==> config.mk <==
export PLATFORM = sky130hd
export DESIGN_NAME = col_tsi
export DESIGN_NICKNAME = d
export VERILOG_FILES = /design/src/rtl/tsi_pkg.sv /design/src/rtl/tsi_col_fsm.sv /design/src/rtl/tsi_conn_map.sv /design/src/rtl/tsi_page_store.sv /design/src/rtl/col_tsi.sv
export SDC_FILE = /design/constraint.sdc
export NUM_CORES = 1
export LEC_CHECK = 0
export CORE_ASPECT_RATIO = 1.5
export CORE_MARGIN = 2
export CORE_UTILIZATION = 49
export CTS_BUF_LIST = sky130_fd_sc_hd__clkbuf_8
export DETAILED_ROUTE_END_ITERATION = 12
export PLACE_DENSITY = 0.65
export SYNTH_ARGS = -nofsm -noshare
export SYNTH_HDL_FRONTEND = slang
export SYNTH_SLANG_ARGS = --single-unit
==> constraint.sdc <==
create_clock -name clk -period 5.2 [get_ports clk]
set_clock_uncertainty 0.05 [all_clocks]
set_input_delay 1.04 -clock clk [delete_from_list [all_inputs] [get_ports clk]]
set_output_delay 1.04 -clock clk [all_outputs]
set_load 0.05 [all_outputs]
==> src/rtl/tsi_pkg.sv <==
package tsi_pkg;

    // Page controller states. The state name tells which page is being written.
    typedef enum logic [1:0] {
        ST_HUNT  = 2'd0,
        ST_PAGE0 = 2'd1,
        ST_PAGE1 = 2'd2
    } tsi_state_e;

endpackage

==> src/rtl/tsi_col_fsm.sv <==
module tsi_col_fsm
    import tsi_pkg::*;
#(
    parameter int NUM_COLS = 12,
    localparam int COL_W   = $clog2(NUM_COLS)
) (
    input  logic             clk,
    input  logic             rst_n,
    input  logic             in_valid,
    input  logic             in_sync,
    output logic             accept,
    output logic             frame_start,
    output logic [COL_W-1:0] col_idx,
    output logic             wr_page,
    output logic             hunting
);

    localparam logic [COL_W-1:0] LAST_COL = COL_W'(NUM_COLS - 1);

    tsi_state_e       state_q, state_d;
    logic [COL_W-1:0] cnt_q;
    logic             last_col;

    // state register
    always_ff @(posedge clk) begin
        if (!rst_n) begin
            state_q <= ST_HUNT;
        end else begin
            state_q <= state_d;
        end
    end

    // column counter, advances only on accepted bytes
    always_ff @(posedge clk) begin
        if (!rst_n) begin
            cnt_q <= '0;
        end else if (accept) begin
            cnt_q <= last_col ? '0 : col_idx + COL_W'(1);
        end
    end

    // next state
    always_comb begin
        state_d = state_q;
        unique case (state_q)
            ST_HUNT: begin
                if (in_valid && in_sync) state_d = ST_PAGE0;
            end
            ST_PAGE0: begin
                if (accept && last_col) state_d = ST_PAGE1;
            end
            ST_PAGE1: begin
                if (accept && last_col) state_d = ST_PAGE0;
            end
            default: state_d = ST_HUNT;
        endcase
    end

    // outputs
    always_comb begin
        hunting     = 1'b0;
        wr_page     = 1'b0;
        accept      = 1'b0;
        unique case (state_q)
            ST_HUNT: begin
                hunting = 1'b1;
                accept  = in_valid && in_sync;
            end
            ST_PAGE0: begin
                accept  = in_valid;
            end
            ST_PAGE1: begin
                wr_page = 1'b1;
                accept  = in_valid;
            end
            default: begin
                hunting = 1'b1;
            end
        endcase
        col_idx     = in_sync ? '0 : cnt_q;
        last_col    = (col_idx == LAST_COL);
        frame_start = accept && in_sync;
    end

endmodule

==> src/rtl/tsi_conn_map.sv <==
module tsi_conn_map #(
    parameter int NUM_COLS = 12,
    localparam int SEL_W   = $clog2(NUM_COLS)
) (
    input  logic                      clk,
    input  logic                      rst_n,
    input  logic                      map_wr_en,
    input  logic [SEL_W-1:0]          map_wr_addr,
    input  logic [SEL_W-1:0]          map_wr_data,
    input  logic                      frame_start,
    output logic [NUM_COLS*SEL_W-1:0] eff_map
);

    genvar g;
    generate
        for (g = 0; g < NUM_COLS; g++) begin : g_entry
            logic [SEL_W-1:0] shadow_q;
            logic [SEL_W-1:0] active_q;

            always_ff @(posedge clk) begin
                if (!rst_n) begin
                    shadow_q <= SEL_W'(g);
                end else if (map_wr_en && (map_wr_addr == SEL_W'(g))) begin
                    shadow_q <= map_wr_data;
                end
            end

            always_ff @(posedge clk) begin
                if (!rst_n) begin
                    active_q <= SEL_W'(g);
                end else if (frame_start) begin
                    active_q <= shadow_q;
                end
            end

            // the sync byte itself is read through the incoming map
            assign eff_map[g*SEL_W +: SEL_W] = frame_start ? shadow_q : active_q;
        end
    endgenerate

endmodule

==> src/rtl/tsi_page_store.sv <==
module tsi_page_store #(
    parameter int NUM_COLS = 12,
    parameter int DATA_W   = 8,
    localparam int SEL_W   = $clog2(NUM_COLS)
) (
    input  logic              clk,
    input  logic              rst_n,
    input  logic              wr_en,
    input  logic              wr_page,
    input  logic [SEL_W-1:0]  wr_col,
    input  logic [DATA_W-1:0] wr_data,
    input  logic              rd_page,
    input  logic [SEL_W-1:0]  rd_sel,
    output logic [DATA_W-1:0] rd_data
);

    logic [DATA_W-1:0] page0 [NUM_COLS];
    logic [DATA_W-1:0] page1 [NUM_COLS];
    logic              sel_ok;

    genvar g;
    generate
        for (g = 0; g < NUM_COLS; g++) begin : g_cell
            always_ff @(posedge clk) begin
                if (!rst_n) begin
                    page0[g] <= '0;
                    page1[g] <= '0;
                end else if (wr_en && (wr_col == SEL_W'(g))) begin
                    if (wr_page) page1[g] <= wr_data;
                    else         page0[g] <= wr_data;
                end
            end
        end
    endgenerate

    always_comb begin
        sel_ok  = (rd_sel < SEL_W'(NUM_COLS));
        rd_data = '1;
        if (sel_ok) begin
            rd_data = rd_page ? page1[rd_sel] : page0[rd_sel];
        end
    end

endmodule

==> src/rtl/col_tsi.sv <==
module col_tsi #(
    parameter int NUM_COLS = 12,
    parameter int DATA_W   = 8,
    localparam int SEL_W   = $clog2(NUM_COLS)
) (
    input  logic              clk,
    input  logic              rst_n,
    input  logic              in_valid,
    input  logic [DATA_W-1:0] in_data,
    input  logic              in_sync,
    input  logic              in_marker,
    input  logic              map_wr_en,
    input  logic [SEL_W-1:0]  map_wr_addr,
    input  logic [SEL_W-1:0]  map_wr_data,
    output logic              out_valid,
    output logic [DATA_W-1:0] out_data,
    output logic              out_sync,
    output logic              out_marker
);

    logic                      accept;
    logic                      frame_start;
    logic [SEL_W-1:0]          col_idx;
    logic                      wr_page;
    logic                      hunting;
    logic [NUM_COLS*SEL_W-1:0] eff_map;
    logic [SEL_W-1:0]          slot_sel;
    logic [DATA_W-1:0]         rd_data;

    tsi_col_fsm #(.NUM_COLS(NUM_COLS)) u_fsm (
        .clk         (clk),
        .rst_n       (rst_n),
        .in_valid    (in_valid),
        .in_sync     (in_sync),
        .accept      (accept),
        .frame_start (frame_start),
        .col_idx     (col_idx),
        .wr_page     (wr_page),
        .hunting     (hunting)
    );

    tsi_conn_map #(.NUM_COLS(NUM_COLS)) u_map (
        .clk         (clk),
        .rst_n       (rst_n),
        .map_wr_en   (map_wr_en),
        .map_wr_addr (map_wr_addr),
        .map_wr_data (map_wr_data),
        .frame_start (frame_start),
        .eff_map     (eff_map)
    );

    always_comb begin
        slot_sel = '0;
        for (int s = 0; s < NUM_COLS; s++) begin
            if (col_idx == SEL_W'(s)) slot_sel = eff_map[s*SEL_W +: SEL_W];
        end
    end

    tsi_page_store #(.NUM_COLS(NUM_COLS), .DATA_W(DATA_W)) u_store (
        .clk     (clk),
        .rst_n   (rst_n),
        .wr_en   (accept),
        .wr_page (wr_page),
        .wr_col  (col_idx),
        .wr_data (in_data),
        .rd_page (~wr_page),
        .rd_sel  (slot_sel),
        .rd_data (rd_data)
    );

    always_ff @(posedge clk) begin
        if (!rst_n) begin
            out_valid  <= 1'b0;
            out_data   <= '0;
            out_sync   <= 1'b0;
            out_marker <= 1'b0;
        end else begin
            out_valid  <= accept;
            out_data   <= accept ? rd_data : '0;
            out_sync   <= accept && in_sync;
            out_marker <= accept && in_marker;
        end
    end

endmodule

After elaboration in Yosys (flattened, before gate mapping)
Memory sizes are Yosys's and may differ from the RTL's.
Index checks and enable logic that the tools add are counted.
W data, S select, Z words.
{"block": "word_totals", "regBits": 113, "ram_bits": 192, "input_bits": 22, "output_inout_bits": 11, "elab_cells": 251, "n_memories": 2}
{"block": "classes", "add_sub_neg": 1, "magnitude_cmp": 1, "n_eq_ne": 27, "muxes": 133, "bitwise_logic": 24, "reduce_logical": 33}
{"memory": "u_store.page0", "depth": 12, "width": 8, "read_ports": 1, "rd_ports_with_merged_regs": 0, "write_ports": 12, "line": "tsi_page_store.sv:17", "text": "logic [DATA_W-1:0] page0 [NUM_COLS];"}
{"memory": "u_store.page1", "depth": 12, "width": 8, "read_ports": 1, "rd_ports_with_merged_regs": 0, "write_ports": 12, "line": "tsi_page_store.sv:18", "text": "logic [DATA_W-1:0] page1 [NUM_COLS];"}
{"cell": "$mux W8", "count": 26}
{"cell": "$mux W4", "count": 26}
{"cell": "$mux W1", "count": 76}
{"cell": "$eq A4 B3 Y1 const B", "count": 8}
{"cell": "$eq A4 B4 Y1 const B", "count": 8}
{"cell": "$logic_and A1 B1 Y1", "count": 27}
{"cell": "$or A1 B1 Y1", "count": 24}
{"cell": "$eq A4 B2 Y1 const B", "count": 4}
{"cell": "$eq A4 B1 Y1 const B", "count": 2}
{"cell": "$logic_not A4 Y1", "count": 2}
{"cell": "$mux W2", "count": 3}
{"cell": "$ne A2 B1 Y1 const B", "count": 3}
{"cell": "$pmux W2 S3", "count": 1}
{"cell": "$add A4 B1 Y4 const B", "count": 1}
{"cell": "$lt A4 B4 Y1 const B", "count": 1}
{"cell": "$reduce_and A3 Y1", "count": 1}
{"cell": "$eq A2 B1 Y1 const B", "count": 1}
{"cell": "$eq A2 B2 Y1 const B", "count": 1}
{"cell": "$logic_not A2 Y1", "count": 1}
{"cell": "$pmux W1 S2", "count": 1}
{"cell": "$reduce_and A2 Y1", "count": 1}
{"cell": "$reduce_or A2 Y1", "count": 1}

Logic depth before layout (Yosys ltp)
An unclocked memory read counts as a cell.
{"block": "depth", "ltp_word": 20, "depth_mapped": 20}

Hierarchy
A second synthesis with hierarchy kept.
{"block": "unflattened", "cells_unflattened": 1096, "area_unflattened_um2": 14012.2}
{"mod": "tsi_page_store", "instances": 1, "cells_each": 617, "area_each_um2": 9056.2, "seq_area_each_um2": 5765.5}
{"mod": "tsi_conn_map", "instances": 1, "cells_each": 333, "area_each_um2": 3652.3, "seq_area_each_um2": 1921.8}
{"mod": "col_tsi", "instances": 1, "cells_each": 93, "area_each_um2": 829.5, "seq_area_each_um2": 220.2}
{"mod": "tsi_col_fsm", "instances": 1, "cells_each": 53, "area_each_um2": 474.2, "seq_area_each_um2": 120.1}

Worst setup path before layout
No wires, ideal clock.
{"block": "synth_path", "path_kind": "input to register", "start": "input in_sync", "end": "register out_data[5]", "arrival_ps": 4133, "required_ps": 5028, "path_slack_ps": 896, "cell_stages": 18, "n_path_buf": 4, "cell_sequence": "inv_1 clkbuf_1 clkbuf_1 nand2_1 inv_1 ha_1 clkbuf_1 nand4bb_1 nand2_1 a41oi_1 nand4_1 nand2_1 nand2_4 buf_12 mux4_2 o211ai_2 nor4_1 o311a_1"}
{"block": "synth_between", "elab_chain_cells": 19, "elab_cells_between_ends": 46, "cone_classes": "order compare (1); eq/ne (11); mux (28); reduce/logical (4); memory (2)"}
{"element": "start, declared", "line": "col_tsi.sv:10", "text": "input logic in_sync,"}
{"element": "$logic_and A1 B1 Y1", "line": "tsi_col_fsm.sv:67", "text": "accept = in_valid && in_sync;"}
{"element": "$pmux W1 S2", "line": "tsi_col_fsm.sv:64", "text": "unique case (state_q)"}
{"element": "$logic_and A1 B1 Y1", "line": "tsi_col_fsm.sv:82", "text": "frame_start = accept && in_sync;"}
{"element": "$mux W4", "line": "tsi_conn_map.sv:37", "text": "assign eff_map[g*SEL_W +: SEL_W] = frame_start ? shadow_q : active_q;"}
{"element": "$mux W4 (12 in series)", "line": "col_tsi.sv:55", "text": "if (col_idx == SEL_W'(s)) slot_sel = eff_map[s*SEL_W +: SEL_W];"}
{"element": "$mem_v2 Z12 W8 (on tied branches)"}
{"element": "$mux W8", "line": "tsi_page_store.sv:40", "text": "rd_data = rd_page ? page1[rd_sel] : page0[rd_sel];"}
{"element": "$mux W8", "line": "tsi_page_store.sv:39", "text": "if (sel_ok) begin"}
{"element": "end signal, assigned", "line": "col_tsi.sv:79", "text": "out_data <= accept ? rd_data : '0;"}
{"element": "end, declared", "line": "col_tsi.sv:16", "text": "output logic [DATA_W-1:0] out_data,"}
Several ways; a longest one is shown, not always the timed one.
A chain may end at the register's enable or synchronous reset.

Final worst setup path
{"block": "layout_path", "start": "input in_sync", "end": "register out_data[1]"}
The elaborated chain is that of the path after synthesis.

==> PnR_summary.wiki <==
{| class="wikitable"
! Metric !! Value
|-
| Remaining DRCs || 0
|-
| Die Y || between 200 and 250 microns
|-
| Final Hold Viols || 0
|-
| Antenna violations before repair || 0
|-
| Maximum Capacitance Violations || 0
|-
| Max stage delay on crit path || 0.55 ns
|-
| Ys flop type || sky130_fd_sc_hd__edfxtp_1
|-
| Transition time at the pin with the least slew margin || 1.31 ns
|-
| Violation count after the first detailed-route iteration || 770
|-
| Leading post-synthesis cells by instance count || 198 x sky130_fd_sc_hd__and2_1, 192 x sky130_fd_sc_hd__edfxtp_1, 147 x sky130_fd_sc_hd__nand2_1
|-
| Critical path startpoint category || input port
|-
| Status || finished, final reports clean
|-
| Post-synthesis cell area || 14,300 sq um
|-
| Arr. time, crit path || between 4 and 5 ns
|-
| PostCTS Resize Cnt || 0
|-
| Leading cell types by total area after synthesis || sky130_fd_sc_hd__edfxtp_1 40%, sky130_fd_sc_hd__dfxtp_1 16%, sky130_fd_sc_hd__and2_1 8.6%, sky130_fd_sc_hd__mux2i_1 6.3%, sky130_fd_sc_hd__nand2_1 3.8%
|-
| Hold/Removal Path Class || reg2reg
|-
| Overall routed net length || 40.0 mm
|-
| Post-Syn Nets || 1,303
|-
| RSZ-0062 raised after global routing || no
|-
| Hold buffer count at cts || 0
|-
| EDFF count, synth || 192
|-
| Clock tree from TritonCTS || built
|-
| Min Clock Period, post-route || 4.54 ns
|-
| Port Buffers || 32
|-
| Most repeated cell in the gate-level netlist after synthesis || sky130_fd_sc_hd__and2_1
|-
| P per Cell Area || between 300 and 400 nW/um^2
|-
| Post-DR vias/cell || roughly 5.7
|-
| Total negative setup slack || 0 ns
|-
| Placed cell area || ~15,000 sq um
|-
| Average wire per cell in the routed design || 22.7 microns
|-
| Cell row count || 76
|-
| Critical-path top delay cell || sky130_fd_sc_hd__clkdlybuf4s50_1
|-
| Clock buffer count from CTS || 48
|-
| Clock transition at path regs || 0.07 ns
|-
| Diode insertion count for antenna repair || 0
|-
| Total half-perimeter wirelength after legalization and detailed placement || 28.9 mm
|-
| Finish-stage setup viols || 0
|-
| Setup slack of the most critical reg-to-reg path || 1.01 ns
|-
| Largest voltage drop on the vdd net || 0.235 mV
|-
| Main combinational cell family by area after synthesis || simple AND/OR/NAND/NOR gates
|-
| Avg Inst Size Synth || 11.3 sq um
|-
| Overall routing resource usage || 26.7%
|-
| Critical Path Sink Type || register
|-
| Yosys synthesis warning count || 0
|-
| Final Instance Area || 16,300 sq um
|-
| Post-synthesis mux area share || slightly below 9%
|-
| Headroom to the max-slew limit || 12.6%
|-
| Layout Nets || 1,368
|-
| Largest net degree at the start of global routing || 73
|-
| Number of nets with antenna violations after detailed routing || 0
|-
| Worst Setup Path Type || in2reg
|-
| Final count of pins violating max slew || 0
|-
| Mapped Cells || roughly 1,300
|-
| Post-synthesis adder-cell area fraction || less than 1%
|-
| Synth-to-Final Area Change || 13.5%
|-
| Highest clock rate || 220 MHz
|-
| Horizontal extent of the die || about 140 microns
|-
| Area fraction in and, or, nand and nor cells after synthesis || a little over a fifth
|-
| Proportion of synthesized chip area in sequential cells || a little under three fifths
|-
| Via count || 10,094
|-
| Routability Congestion || between 1 and 1.5
|-
| Critical Path Fanout Max || 19
|-
| #FFs+latches synth || 305
|-
| Static Leakage || 6.23 nW
|-
| Critical path, cell by cell || clkdlybuf4s50_1, inv_1, nand2_1, inv_1, ha_1, buf_4, o21ai_0, o211ai_1, a211o_1, a21o_2, buf_4, mux2i_1, a32oi_1, nand4_1, a221oi_1
|-
| Fraction of final layout cells sized beyond drive strength 1 || around an eighth
|-
| Post-Synth XOR/XNOR Area || 0%
|-
| Via count of the first global-routing pass || between 10,000 and 15,000
|-
| Clock tree sinks || 305
|-
| Number of buffers and inverters on the critical path || 5
|-
| Overflow left after global routing || 0
|-
| Bufs on Longest Clock Path || 3
|-
| Count of H-tree levels built during CTS || 2
|-
| Fraction of post-synthesis cell area in the top cell type by area || 40.2%
|-
| Number of post-CTS setup repair buffers || 0
|-
| Async S/R FF share, synth || 0%
|-
| Final worst path period share || 87.4%
|-
| Wire length of the first global-routing pass || 60.8 mm
|-
| Drt pass-1 iters || 5
|-
| Number of distinct library cell variants in the gate-level netlist after synthesis || 80
|-
| Root Buffer Master || sky130_fd_sc_hd__clkbuf_8
|-
| Post-synthesis compound-gate area fraction || 9.45%
|-
| Top cell type by total area after synthesis || sky130_fd_sc_hd__edfxtp_1
|-
| Starting density of the core || 49.8%
|-
| Total Die Area || 30,700 sq um
|-
| Critical path data required time || 5.62 ns
|-
| Family with the most delay on the worst path || compound AO/OA/AOI/OAI gates
|-
| Clk Latency, worst-skew pair || 0.59 ns
|-
| Area of the core || 28,800 sq um
|-
| Total I/O pin count || 33
|}
==> cell families (layout without fill, tap and decap cells) <==
| logic type | count (synthesis) | after routing |
|---|---|---|
| AOI/OAI and AO/OA | 184 | 184 |
| adders and majority gates | 8 | 8 |
| buffers and inverters | 105 | 208 |
| DFF | 305 | 305 |
| muxes | 107 | 107 |
| and+or+nand+nor | 564 | 564 |
==> through the flow <==
| stage | hold WS [ns] | utilization (%) | setup slack [ns] | total power [W] | std cells |
|---|---|---|---|---|---|
| 2_1_floorplan | 0.385 | - | 0.896 | 0.00336 | 1273 |
| 3_3_place_gp | 0.402 | 53.1 | 0.101 | 0.00368 | 1678 |
| 3_5_place_dp | 0.405 | 53.1 | 0.0639 | 0.00369 | 1678 |
| 4_1_cts | 0.419 | 56.5 | 0.676 | 0.00575 | 1766 |
| 5_1_grt | 0.443 | 56.5 | 0.495 | 0.00591 | 1766 |
| 6_report | 0.412 | 56.5 | 0.657 | 0.00572 | 1766 |
==> final timing paths <==
kind	from	end	cells after the start
worst max register to register	u_fsm.state_q[0]	out_data[6]	12
worst min-delay path	u_map.g_entry[4].shadow_q[0]	u_map.g_entry[4].active_q[0]	2
worst max-delay path	in_sync	out_data[1]	15
worst min register to register	u_map.g_entry[4].shadow_q[0]	u_map.g_entry[4].active_q[0]	2
==> flip-flops by register name, summed over array words and instances, names as in the netlist <==
| register | flops |
|---|---|
| u_fsm.cnt_q | 4 |
| u_store.page1 | 96 |
| out_valid | 1 |
| out_marker | 1 |
| u_fsm.state_q | 2 |
| out_data | 8 |
| u_map.g_entry.shadow_q | 48 |
| u_store.page0 | 96 |
| u_map.g_entry.active_q | 48 |
| out_sync | 1 |
==> report_power, final <==
part           total [W]  internal (W)  switching, W  leakage (nW)
sequential       0.00274       0.00268     0.0000590          2.90
clock            0.00208       0.00112      0.000956         0.541
combinational   0.000897      0.000316      0.000581          2.79
==> placed cells by master (no fill, tap or decap), types with 8 or more instances in the layout <==
cell type / count
sky130_fd_sc_hd__and2_1: 198
sky130_fd_sc_hd__edfxtp_1: 192
sky130_fd_sc_hd__nand2_1: 147
sky130_fd_sc_hd__dfxtp_1: 113
sky130_fd_sc_hd__mux2i_1: 90
sky130_fd_sc_hd__buf_4: 73
sky130_fd_sc_hd__clkbuf_8: 59
sky130_fd_sc_hd__nor2_1: 56
sky130_fd_sc_hd__nor2b_1: 46
sky130_fd_sc_hd__nand3_1: 42
sky130_fd_sc_hd__o21ai_0: 39
sky130_fd_sc_hd__clkdlybuf4s50_1: 31
sky130_fd_sc_hd__inv_1: 20
sky130_fd_sc_hd__a21boi_0: 19
sky130_fd_sc_hd__nand4_1: 16
sky130_fd_sc_hd__a211oi_1: 15
sky130_fd_sc_hd__a2111oi_0: 14
sky130_fd_sc_hd__a21oi_1: 12
sky130_fd_sc_hd__a31oi_1: 11
sky130_fd_sc_hd__clkinv_1: 11
sky130_fd_sc_hd__mux4_2: 10
sky130_fd_sc_hd__o211ai_1: 9
sky130_fd_sc_hd__a211o_1: 9
sky130_fd_sc_hd__nand2b_1: 9
sky130_fd_sc_hd__ha_1: 8
==> area by class of cell <==
type	count	area [sq um]
clock buffers	59	812
clock inverters	29	173
fillers	2518	12500
inverters	13	48.8
multi-input cells	863	5820
flip-flops and latches	305	8030
well taps	390	488
repair buffers	107	918
==> per-layer routing <==
layer  share of wire, %  vias up  wire, microns  track usage (%)
li1                   -     4720              -                -
met1                 36     4937          14500             28.7
met2                 54      320          21500             49.6
met3                4.4      117           1780             4.04
met4                5.7        0           2280             15.0
met5                  0        -              0                0
==> worst register-to-register path, cell delays in order (launching register included) <==
cell and delay [ns]:
sky130_fd_sc_hd__dfxtp_1 0.39, sky130_fd_sc_hd__inv_1 0.09, sky130_fd_sc_hd__ha_1 0.31, sky130_fd_sc_hd__or2_1 0.40, sky130_fd_sc_hd__nand2_8 0.24, sky130_fd_sc_hd__buf_4 0.28
sky130_fd_sc_hd__mux2i_1 0.17, sky130_fd_sc_hd__o21ai_0 0.37, sky130_fd_sc_hd__a21o_2 0.45, sky130_fd_sc_hd__buf_4 0.31, sky130_fd_sc_hd__a2111oi_0 0.12, sky130_fd_sc_hd__or4_1 0.54
sky130_fd_sc_hd__a221oi_1 0.35
No activity file was read; power rests on OpenSTA's default activity.
